**src/rtl/adc_link_seq.sv**
```systemverilog
module adc_link_seq #(
  parameter int DIV       = 4,
  parameter int CAL_CYC   = 128000,
  parameter int ACQ_CYC   = 8,
  parameter int DLY_CYC   = 20,
  parameter int PULSE_CYC = 4,
  parameter int CH_W      = 3,
  parameter int RES_W     = 12,
  parameter int FRM_W     = 16
) (
  input  logic            clk,
  input  logic            rst_n,
  input  logic            req_valid,
  input  logic [CH_W-1:0] req_chan,
  input  logic            req_after,
  input  logic            req_sw,
  input  logic            req_merge,
  output logic            seq_busy,
  output logic            req_reject,
  output logic            rsp_valid,
  output logic [RES_W-1:0] rsp_data,
  output logic            rsp_discard,
  output logic            sclk,
  output logic            sync_n,
  output logic            dio_out,
  output logic            dio_oe,
  input  logic            dio_in,
  output logic            cnv_n,
  input  logic            busy_in
);
  localparam int PW = (2*DIV > 1) ? $clog2(2*DIV) : 1;
  localparam int BW = $clog2(FRM_W);
  localparam int TW = $clog2(CAL_CYC + ACQ_CYC + DLY_CYC + PULSE_CYC + 2*DIV + 2);

  typedef enum logic [3:0] {
    S_CAL, S_IDLE, S_CFG, S_CFG_GAP, S_ACQ, S_GO, S_GO_GAP,
    S_PULSE, S_DLY, S_WAITB, S_RD, S_RD_GAP, S_DONE
  } st_t;

  st_t             st;
  logic [TW-1:0]   tmr;
  logic [PW-1:0]   ph;
  logic [BW-1:0]   bitn;
  logic [FRM_W-1:0] sh;
  logic            cfg_ok, cur_disc, prev_disc;
  logic [CH_W-1:0] cur_ch, r_ch;
  logic            r_after, r_sw, r_mrg;

  function automatic logic [FRM_W-1:0] ctl_word(input logic start, input logic [CH_W-1:0] ch);
    logic [FRM_W-1:0] w;
    w = '0;
    w[FRM_W-1] = 1'b1;
    w[12] = 1'b1;
    w[11] = start;
    w[8 +: CH_W] = ch;
    return w;
  endfunction

  wire in_frm   = (st == S_CFG) || (st == S_GO) || (st == S_RD);
  wire ph_last  = ph == PW'(2*DIV-1);
  wire ph_mid   = ph == PW'(DIV-1);
  wire frm_end  = in_frm && ph_last && (bitn == BW'(FRM_W-1));
  wire tmr_zero = tmr == '0;
  wire need_cfg = !cfg_ok || (req_chan != cur_ch);
  wire tmr_cal  = tmr_zero;

  assign seq_busy    = st != S_IDLE;
  assign req_reject  = req_valid && seq_busy;
  assign rsp_valid   = st == S_DONE;
  assign rsp_data    = sh[RES_W-1:0];
  assign rsp_discard = r_after ? cur_disc : prev_disc;
  assign sync_n      = !in_frm;
  assign sclk        = in_frm && (ph >= PW'(DIV));
  assign dio_oe      = (st == S_CFG) || (st == S_GO);
  assign dio_out     = dio_oe && sh[FRM_W-1];
  assign cnv_n       = st != S_PULSE;

  always_ff @(posedge clk) begin
    if (!rst_n) begin
      st        <= S_CAL;
      tmr       <= TW'(CAL_CYC-1);
      ph        <= '0;
      bitn      <= '0;
      sh        <= '0;
      cfg_ok    <= 1'b0;
      cur_ch    <= '0;
      r_ch      <= '0;
      r_after   <= 1'b0;
      r_sw      <= 1'b0;
      r_mrg     <= 1'b0;
      cur_disc  <= 1'b0;
      prev_disc <= 1'b0;
    end else begin
      if (in_frm) begin
        ph <= ph_last ? '0 : ph + 1'b1;
        if (ph_last) bitn <= bitn + 1'b1;
        if (st == S_RD && ph_mid) sh <= {sh[FRM_W-2:0], dio_in};
        if (st != S_RD && ph_last) sh <= {sh[FRM_W-2:0], 1'b0};
      end
      case (st)
        S_CAL: if (tmr_cal) st <= S_IDLE; else tmr <= tmr - 1'b1;
        S_IDLE: if (req_valid) begin
          r_ch    <= req_chan;
          r_after <= req_after;
          r_sw    <= req_sw;
          r_mrg   <= req_sw && req_merge && need_cfg;
          ph      <= '0;
          bitn    <= '0;
          if (need_cfg) begin
            st <= S_CFG;
            sh <= ctl_word(req_sw && req_merge, req_chan);
          end else if (req_sw) begin
            st <= S_GO;
            sh <= ctl_word(1'b1, req_chan);
          end else begin
            st  <= S_PULSE;
            tmr <= TW'(PULSE_CYC-1);
          end
        end
        S_CFG: if (frm_end) begin
          st     <= S_CFG_GAP;
          tmr    <= TW'(2*DIV-1);
          cfg_ok <= 1'b1;
          cur_ch <= r_ch;
          if (r_mrg) begin
            prev_disc <= cur_disc;
            cur_disc  <= 1'b1;
          end
        end
        S_CFG_GAP: if (!tmr_zero) tmr <= tmr - 1'b1;
          else if (r_mrg) begin st <= S_DLY; tmr <= TW'(DLY_CYC-1); end
          else begin st <= S_ACQ; tmr <= TW'(ACQ_CYC-1); end
        S_ACQ: if (!tmr_zero) tmr <= tmr - 1'b1;
          else if (r_sw) begin
            st   <= S_GO;
            sh   <= ctl_word(1'b1, r_ch);
            ph   <= '0;
            bitn <= '0;
          end else begin
            st  <= S_PULSE;
            tmr <= TW'(PULSE_CYC-1);
          end
        S_GO: if (frm_end) begin
          st        <= S_GO_GAP;
          tmr       <= TW'(2*DIV-1);
          prev_disc <= cur_disc;
          cur_disc  <= 1'b0;
        end
        S_GO_GAP: if (!tmr_zero) tmr <= tmr - 1'b1;
          else begin st <= S_DLY; tmr <= TW'(DLY_CYC-1); end
        S_PULSE: if (!tmr_zero) tmr <= tmr - 1'b1;
          else begin
            st        <= S_DLY;
            tmr       <= TW'(DLY_CYC-1);
            prev_disc <= cur_disc;
            cur_disc  <= 1'b0;
          end
        S_DLY: if (!tmr_zero) tmr <= tmr - 1'b1;
          else if (r_after) st <= S_WAITB;
          else begin st <= S_RD; sh <= '0; ph <= '0; bitn <= '0; end
        S_WAITB: if (!busy_in) begin
          st <= S_RD; sh <= '0; ph <= '0; bitn <= '0;
        end
        S_RD: if (frm_end) begin st <= S_RD_GAP; tmr <= TW'(2*DIV-1); end
        S_RD_GAP: if (!tmr_zero) tmr <= tmr - 1'b1; else st <= S_DONE;
        S_DONE: st <= S_IDLE;
        default: st <= S_IDLE;
      endcase
    end
  end

  a_r6_idle_no_drive: assert property (@(posedge clk) disable iff (!rst_n) sync_n |-> !dio_oe);
  a_r2_idle_clk_low:  assert property (@(posedge clk) disable iff (!rst_n) sync_n |-> !sclk);
  a_r6_turnaround:    assert property (@(posedge clk) disable iff (!rst_n) $rose(sync_n) |=> sync_n);
  a_r5_pin_no_frame:  assert property (@(posedge clk) disable iff (!rst_n) !cnv_n |-> sync_n);
  a_r10_one_pulse:    assert property (@(posedge clk) disable iff (!rst_n) rsp_valid |=> !rsp_valid);
  a_r10_refuse:       assert property (@(posedge clk) disable iff (!rst_n) (req_valid && seq_busy) |=> $stable(r_ch) || seq_busy);
  a_r1_cal_quiet:     assert property (@(posedge clk) disable iff (!rst_n) (st == S_CAL) |-> (sync_n && cnv_n && seq_busy));
  a_r8_wait_busy:     assert property (@(posedge clk) disable iff (!rst_n) (st == S_WAITB && busy_in) |=> sync_n);
endmodule

```
**config.mk**
```make
export PLATFORM = sky130hd
export DESIGN_NAME = adc_link_seq
export DESIGN_NICKNAME = d
export VERILOG_FILES = /design/src/rtl/adc_link_seq.sv
export SDC_FILE = /design/constraint.sdc
export NUM_CORES = 1
export LEC_CHECK = 0
export BUFFER_PORTS_ARGS = -buffer_cell sky130_fd_sc_hd__buf_4
export CAP_MARGIN = 20
export CORE_MARGIN = 2
export CORE_UTILIZATION = 60
export CTS_BUF_LIST = sky130_fd_sc_hd__clkbuf_8
export CTS_CLUSTER_DIAMETER = 40
export DETAILED_ROUTE_END_ITERATION = 10
export GPL_TIMING_DRIVEN = 1
export PLACE_DENSITY = 0.81
export SLEW_MARGIN = 30
export SYNTH_ARGS = -nofsm -noshare
export SYNTH_HDL_FRONTEND = slang
export SYNTH_SLANG_ARGS = --single-unit
```
**constraint.sdc**
```tcl
create_clock -name clk -period 2.8 [get_ports clk]
set_input_delay 0.56 -clock clk [delete_from_list [all_inputs] [get_ports clk]]
set_output_delay 0.56 -clock clk [all_outputs]
set_load 0.05 [all_outputs]
```
---- Yosys cells after proc, flatten, opt, wreduce, memory -nomap -nowiden ----
Cells that the tools add are included.
storage, ports and cells
  bits in registers ....................... 56
  input bits .............................. 11
  output and inout bits ................... 21
cells by class
  $add $sub $neg .......................... 3
  order comparisons ....................... 1
  equal/unequal tests ..................... 37
  multiplexer cells ....................... 69
  reductions and logical operators ........ 26
operators with widths
  operator                 number
  $mux W16                 11
  $mux W17                 9
  $pmux W17 S6             1
  $mux W4                  20
  $pmux W16 S4             1
  $pmux W4 S11             1
  $ne A2 B2 Y1 const B     15
  $mux W3                  9
  $eq A4 B4 Y1 const B     6
  $logic_not A17 Y1        1
  $sub A17 B1 Y17 const B  1
  $eq A4 B3 Y1 const B     4
  $pmux W4 S4              1
  $pmux W3 S4              1
  $reduce_and A11 Y1       1
  $logic_and A1 B1 Y1      9
  $mux W1                  9
  $eq A4 B2 Y1 const B     2
  $reduce_and A7 Y1        1
  $mux W2                  3
  $pmux W1 S3              2
  $reduce_bool A6 Y1       1
  $reduce_or A3 Y1         2
  $mux W5                  1
  19 further kinds         24

---- Depth between registers and ports, before layout ----
Gate-level depths: netlist of run 1.
  depth after elaboration ................. 9
  mapped depth ............................ 9
  depth with buffers taken out ............ 8

---- Least setup slack after synthesis of run 1 ----
Ideal clock, no wire load.
  kind .................................... reg2out
  start ................................... reg st[1]
  end ..................................... out dio_out
  arrival ................................. 2.323 ns
  setup slack ............................. -0.083 ns
  stages on the path, launching flop included .. 4
  cell sequence ........................... dfxtp_1 or3b_2 a21oi_1 and2_1
between the ends
  longest elaborated chain between the ends .. 3
  elaborated cells on any way between the ends .. 4
ends and longest elaborated chain
  element                                       RTL line  source
  start: declaration                            40        st_t st;
  start signal: assignment                      80        st <= S_CAL;
  start signal: assignment                      101       S_CAL: if (tmr_cal) st <= S_IDLE; else tmr <= tmr - 1'b1;
  start signal: assignment                      110       st <= S_CFG;
  $eq A4 B2 Y1 or $eq A4 B3 Y1 (tied branches)  74        assign dio_oe = (st == S_CFG) || (st == S_GO);
  $logic_or A1 B1 Y1 (*)                        74
  net dio_oe                                    26        output logic dio_oe,
  $logic_and A1 B1 Y1 (*)                       75        assign dio_out = dio_oe && sh[FRM_W-1];
  end: declaration                              25        output logic dio_out,
Mark *: on every way through the listed nets, which the timed path passes. The rest lies on a longest branch.

---- Final worst setup path of run 1 ----
  start ................................... reg tmr[0]
  end ..................................... reg sh[9]
between the ends
  longest elaborated chain between the ends .. 3
  elaborated cells on any way between the ends .. 4
ends and longest elaborated chain
  element                             RTL line  source
  start: declaration                  41        logic [TW-1:0] tmr;
  start signal: assignment            81        tmr <= TW'(CAL_CYC-1);
  start signal: assignment            117       tmr <= TW'(PULSE_CYC-1);
  start signal: assignment            122       tmr <= TW'(2*DIV-1);
  $logic_not A17 Y1 (*)               63        wire tmr_zero = tmr == '0;
  $mux W16, on equally long branches  158, 133
  $pmux W16 S4 (*)                    100       case (st)
  end signal: assignment              97        if (st == S_RD && ph_mid) sh <= {sh[FRM_W-2:0], dio_in};
  end signal: assignment              98        if (st != S_RD && ph_last) sh <= {sh[FRM_W-2:0], 1'b0};
  end signal: assignment              111       sh <= ctl_word(req_sw && req_merge, req_chan);
  end: declaration                    44        logic [FRM_W-1:0] sh;
Mark *: on every way between the ends. The rest lies on a longest branch, timed or not.
A chain may end at the register's enable or synchronous reset.

==> results of run 1 <==
[cell families after synthesis]
kind of cell    share of synthesized area
compound gates                     0.2280
fa+ha+maj                         0.01996
flops                              0.3577
xor+xnor                          0.02235
simple gates                       0.2315
mux                               0.06467
buf+inv                           0.07585
[metal layers]
metal  routed length, um  GRT usage  up-vias
met2                3677     0.4398      104
met3                 458    0.04265       18
met5                   0          0        -
met4                 153    0.08727        0
met1                3379     0.3737     1368
li1                    -          -     1431
[layout by cell type, fill, tap and decap left out, drive strengths merged, types with 3 or more instances in the layout]
cell type and n:
o22ai 5, a21o 3, a21oi 35, and2 4, nand4 3, or2 3
nand2 18, xor2 4, nor3 12, nand2b 5, o221ai 4, mux2i 18
nor3b 3, buf 52, dfxtp 56, clkbuf 5, inv 17, or3 11
o21ai 25, nor2 44, and3 4, a211oi 7, a22oi 4, ha 5
nand3 16, or4 5, xnor2 4, nor2b 5, o211ai 5
[power by group through the flow]
stage / clock (mW) / sequential, mW / combinational, mW
floorplan: 0 / 0.990 / 0.634
global placement: 0 / 1.02 / 0.885
detailed placement: 0 / 1.02 / 0.905
CTS: 0.544 / 1.01 / 0.915
global route: 0.579 / 1.02 / 1.02
finish: 0.536 / 1.01 / 0.930
[registers in the layout, indices dropped and copies added (netlist names)]
name	cells
tmr	17
sh	16
bitn	4
st	4
cur_ch	3
ph	3
r_ch	3
cfg_ok	1
cur_disc	1
prev_disc	1
r_after	1
r_mrg	1
r_sw	1
[metrics by stage]
stage                     utilization  hold slack (ns)  cell area, um2  worst slack [ns]  instances
after global placement         0.6792           0.4424            3447            0.1344        474
after detailed placement       0.6792           0.4449            3447           0.07643        474
after global routing           0.7032           0.4915            3568          0.006482        482
after CTS                      0.7012           0.4647            3558           0.06376        482
after floorplan                     -           0.4270            3138         0.0008789        384
final                          0.7032           0.4638            3568            0.1414        482
[worst register-to-register path, delay by kind of cell, from the launching register on]
family	cells	cell delay, ns
DFF	1	0.35
and+or+nand+nor	2	0.99
AOI/OAI and AO/OA	4	0.79
buffers and inverters	2	0.26
adders and majority gates	1	0.17
[how the worst min path moves through the flow]
stage / cells after the start / start / slack, ns / end
after floorplan: 1 / tmr[9]$_SDFFE_PN1P_ / 0.43 / tmr[9]$_SDFFE_PN1P_
after detailed placement: 1 / tmr[9]$_SDFFE_PN1P_ / 0.44 / tmr[9]$_SDFFE_PN1P_
final: 2 / tmr[16]$_SDFFE_PN1P_ / 0.46 / tmr[16]$_SDFFE_PN1P_
after global placement: 1 / tmr[9]$_SDFFE_PN1P_ / 0.44 / tmr[9]$_SDFFE_PN1P_
after global routing: 2 / tmr[16]$_SDFFE_PN1P_ / 0.49 / tmr[16]$_SDFFE_PN1P_
after CTS: 2 / tmr[16]$_SDFFE_PN1P_ / 0.46 / tmr[16]$_SDFFE_PN1P_
[cell type report]
| cell class | instances | area share |
|---|---|---|
| sequential | 56 | 0.3142 |
| clock inverter | 3 | 0.01192 |
| inverter | 15 | 0.01578 |
| clock buffer | 5 | 0.01928 |
| multi-input combinational | 281 | 0.5004 |
| tap | 70 | 0.02454 |
| timing repair buffer | 52 | 0.1140 |
[what timing repair did]
item / 4_1_cts / 5_1_grt
hold buffers: 0 / 0
gates resized for setup: 0 / 2
endpoints found under the setup margin: 0 / 14
==> results.md, run 1 <==
* Top-count cell post-synth: dfxtp_1
* Initial antenna violation count at 0
* Top delay family on crit path: simple AND/OR/NAND/NOR gates
* Cells after synthesis at approximately 380
* Total global routing overflow at 0
* Area of the mapped netlist at 0.003134 mm2
* Die height at between 70 and 80 um
* Largest net degree at the start of global routing at 24
* TritonCTS buffer count at 5
* Fillers at 440
* Setup slack, reg-to-reg at 0.14 ns
* Int Pwr at about 1.5 mW
* Area leader, netlist: dfxtp_1
* Clock Power Share at 0.217
* Top-Level Pins at 32
* Stages on the worst setup path at 9
* Worst r2r dst: sh[9]$_SDFF_PN0_
* Critical-path maximum fanout at 12
* WL final at 7.669 mm
* Vias/cell at slightly above 6
* Fmax at 376.1 MHz
* Combinational share of power at 0.376
* Root Driver: clkbuf_8
* Worst-case clock skew at 0.009098 ns
* CP arrival at 2.86 ns
* Port bufs at 31
* Maximum vdd drop at 0.3426 mV
* Sw Ratio at 0.3766
* Reg-to-reg startpoint: tmr[0]$_SDFFE_PN1P_
* Worst-case clock buffer depth at 2
* Die width at ~76 um
* Fin crit period at 2.659 ns
* Sinks on Clock Net at 56
* Total GRT Usage at 0.2719
* Flops & latches, synth at 56
* Pwr/cell area at slightly below 700 mW/mm2
* Worst setup EP type: register
* DRC viols at 0
* # setup viols final at 0
* Synth Area per Inst at about 8.2 um2
* Leakage at 1.284 nW
* Ranking of synthesized cells by area: dfxtp_1 (36%), mux2i_1 (5.7%), a21oi_1 (5.6%)
* Post-synth EDFFs at 0
* Vias in the first global route at ~2700
* Synth cell types at 60
* Worst skew pair latency at 0.31 ns
* Worst reg-to-reg path cell count at 9
* Max cap viols at 0
* 1st-iter DRT viols at between 200 and 250
* Slowest stage delay, CP at about 0.58 ns
* Worst slew pin tran at 0.7885 ns
* First-pass GRT wire length at approximately 13 mm
* CTS tree: done
* Final net count at about 430
* Multi-input combinational cell area at 0.001785 mm2
* Area occupied by registers at 0.001121 mm2
* WP data required at 3.00 ns
* Diode count at 0
* Crit-path slowest cell: or4_4
* Htree depth at 2
* Fin crit share at 0.9495
* Slew Limit Headroom at 0.4737
* Post-DP HPWL at 5.586 mm
* Seq/Total Area, Yosys at 0.3577
* Tot Pwr at 2.476 mW
* Share of cells above drive strength 1 at 0.1820
* Ys Warns at 0
* Commonest cells in the netlist: dfxtp_1 (56), nor2_1 (44), a21oi_1 (35)
* WL per Instance at around 16 um
* RePlAce Congestion at 0.9161
* Sequential Power Share at 0.408
* CP Cell Sequence: inv_1 -> ha_1 -> or3b_4 -> or4_4 -> o211ai_1 -> o211ai_1 -> o31ai_2 -> buf_6 -> o22ai_1
* Synthesized Nets at 400
* FFs w/ async S/R, synth at 0
* Synth top area share at 0.3577
* Status: finished clean
* Core area at roughly 0.005 mm2
* CP Buf/Inv Count at 2
* Area Overhead vs Synth at 13.85%
* WS Path Type: reg -> reg
* Setup TNS at 0 ns
* CP startpoint kind: register
* Fin. Hold Viols at 0
* Detailed Routing Iterations Pass 1 at 5
* Worst Setup SP: tmr[0]$_SDFFE_PN1P_
* Reg clk slew, reported paths at 0.10 ns
* Die Area at just under 0.006 mm2
* Antenna viol nets, final at 0
* Worst setup path endpoint: sh[9]$_SDFF_PN0_
* RSZ-0062 raised after global routing: false
* Cell repeated most along the worst path: o211ai_1
* Final max-slew violation count at 0
* Switch Pwr at 932.4 uW
* Initial Util at 0.6176
* Total setup buffers inserted after CTS at 0
* Vias at 2921
* Ys flop type: dfxtp_1
* Hold crit path type: reg -> reg
* Floorplan row count at 26
Note: power is estimated with default switching activity, not from simulation.
==> run 2, diff against run 1 <==
--- a/config.mk
+++ b/config.mk
@@ -8,12 +8,12 @@
 export BUFFER_PORTS_ARGS = -buffer_cell sky130_fd_sc_hd__buf_4
 export CAP_MARGIN = 20
 export CORE_MARGIN = 2
-export CORE_UTILIZATION = 60
+export CORE_UTILIZATION = 55
 export CTS_BUF_LIST = sky130_fd_sc_hd__clkbuf_8
 export CTS_CLUSTER_DIAMETER = 40
 export DETAILED_ROUTE_END_ITERATION = 10
 export GPL_TIMING_DRIVEN = 1
-export PLACE_DENSITY = 0.81
+export PLACE_DENSITY = 0.78
 export SLEW_MARGIN = 30
 export SYNTH_ARGS = -nofsm -noshare
 export SYNTH_HDL_FRONTEND = slang
==> constraint.sdc (replaced) <==
create_clock -name clk -period 2.2 [get_ports clk]
set_input_delay 0.44 -clock clk [delete_from_list [all_inputs] [get_ports clk]]
set_output_delay 0.44 -clock clk [all_outputs]
set_load 0.05 [all_outputs]
==> run 2 against run 1 <==
Net effect: the run now ends with negative setup slack left; register-to-register slack lost 0.50 ns; via count rose by 9.0%; cell count grew 9.3%; critical path type unchanged; critical endpoint is now tmr[4]$_SDFFE_PN1P_; highest routed layer unchanged.
==> results.md, run 2 (synthesis results as in run 1) <==
* First-pass GRT wire length at about 14 mm
* Most frequent cells in the layout: buf_4 (84), dfxtp_1 (51), nor2_1 (40), a21oi_1 (23), mux2i_1 (18)
* Reg clk slew, reported paths at ~0.10 ns
* Hold crit path type: in -> reg
* Worst-case clock skew at 0.007441 ns
* Diode count at 0
* Worst setup EP type: register
* Fmax at 390.3 MHz
* Initial antenna violation count at 0
* Setup TNS at -12.85 ns
* Fin crit period at 2.562 ns
* RSZ-0062 raised after global routing: true
* Top Registers: tmr (17), sh (16)
* DRC viols at 0
* Leakage at 1.515 nW
* Max cap viols at 0
* Root Driver: clkbuf_8
* WP data required at 2.39 ns
* Area Overhead vs Synth at 31.82%
* Pwr/cell area at 864.9 mW/mm2
* Most common cell after layout, fill and taps aside: buf_4
* 1st-iter DRT viols at 254
* Detailed Routing Iterations Pass 1 at 6
* # setup viols final at 46
* CP startpoint kind: register
* Critical-path maximum fanout at 7
* Vias/cell at 6.044
* Post-DP HPWL at between 6 and 7 mm
* Share of cells above drive strength 1 at 0.3626
* Top-Level Pins at 32
* Slack of the critical path at -0.3619 ns
* Total GRT Usage at 0.2789
* Final max-slew violation count at 0
* Port bufs at 31
* TritonCTS buffer count at 5
* Final hold slack at 0.3855 ns
* Biggest register: tmr
* WL per Instance at 16.95 um
* Htree depth at 2
* Vias at 3185
* Vias in the first global route at 2995
* Core area at about 0.0055 mm2
* Largest net degree at the start of global routing at 22
* Fin crit share at 1.164
* WS Path Type: reg -> reg
* Status: complete, but fails checks
* Total global routing overflow at 0
* Slew Limit Headroom at 0.7206
* Area of placed instances at ~0.0037 mm2
* Maximum vdd drop at between 0.6 and 0.7 mV
* Fin. Hold Viols at 0
* Cts hold-fix bufs at 0
* Initial Util at 0.5692
* Failing checks: negative setup slack
* Fillers at 407
* WL final at 8.931 mm
* RePlAce Congestion at 0.9376
* Antenna viol nets, final at 0
* Die width at 79.49 um
* CTS tree: done
* Worst skew pair latency at 0.31 ns
* Final Instance Area at 0.004131 mm2
* Die height at 79.49 um
* Final net count at 470
* Worst slew pin tran at 0.4182 ns
* Sinks on Clock Net at 56
* Finished Core Util at 0.7503
* Floorplan row count at 27
* Max reg flops at 17
* CP arrival at 2.75 ns
* Worst-case clock buffer depth at 2
* Die Area at roughly 0.0063 mm2
[run 2: cell count changes in the layout (fill, tap and decap cells not counted), sizes merged]
cell / previous run / this run
bufinv: 1 / 0
buf: 52 / 95
clkinvlp: 0 / 1
inv: 17 / 16
clkbuf: 5 / 6
[run 2: worst max-delay path, stage by stage (launching register included)]
cell,delay (ns)
dfxtp_2,0.34
inv_2,0.07
ha_4,0.12
or3b_4,0.37
or4_4,0.55
buf_4,0.16
buf_6,0.12
nor4_2,0.23
o21ai_1,0.13
a41oi_2,0.19
o221ai_1,0.13
[run 2: layout make-up]
| type | instances | area, um2 | share of cell area |
|---|---|---|---|
| timing repair buffer | 95 | 763.2 | 0.1847 |
| clock inverter | 2 | 11.26 | 0.002726 |
| inverter | 15 | 56.30 | 0.01363 |
| tap | 72 | 90.09 | 0.02180 |
| multi-input combinational | 281 | 2001 | 0.4843 |
| sequential | 56 | 1127 | 0.2729 |
| clock buffer | 6 | 82.58 | 0.01999 |
[run 2: path summary, 6_finish.rpt]
check,startpoint,to,slack [ns],cells past startpoint
min,req_after,r_after$_SDFFE_PN0P_,0.39,3
min reg2reg,tmr[16]$_SDFFE_PN1P_,tmr[16]$_SDFFE_PN1P_,0.47,2
max reg2reg,tmr[1]$_SDFFE_PN1P_,tmr[4]$_SDFFE_PN1P_,-0.36,10
max,tmr[1]$_SDFFE_PN1P_,tmr[4]$_SDFFE_PN1P_,-0.36,10
[run 2: per-stage QoR]
step | power (mW) | setup WS [ns] | cells
2_1_floorplan | 2.120 | -0.2658 | 384
3_3_place_gp | 2.621 | -0.2130 | 507
3_5_place_dp | 2.668 | -0.3028 | 507
4_1_cts | 3.389 | -0.3131 | 519
5_1_grt | 3.753 | -0.4013 | 527
6_report | 3.573 | -0.3619 | 527
[run 2: per-layer routing]
metal	track usage	share of wire
met5	0	0
met2	0.4857	0.49
met3	0.04525	0.064
met1	0.3528	0.43
met4	0.08276	0.016
[run 2: where the power goes]
group          switching (mW)  total, mW  internal (mW)
registers               0.111       1.27           1.16
clock network           0.327      0.579          0.252
logic                   0.962       1.73          0.765
[run 2: timing repair]
item,4_1_cts,5_1_grt
resized for setup,32,33
endpoints found under the setup margin,46,47
setup buffers,4,7
gates cloned,0,1
pin swaps,30,3
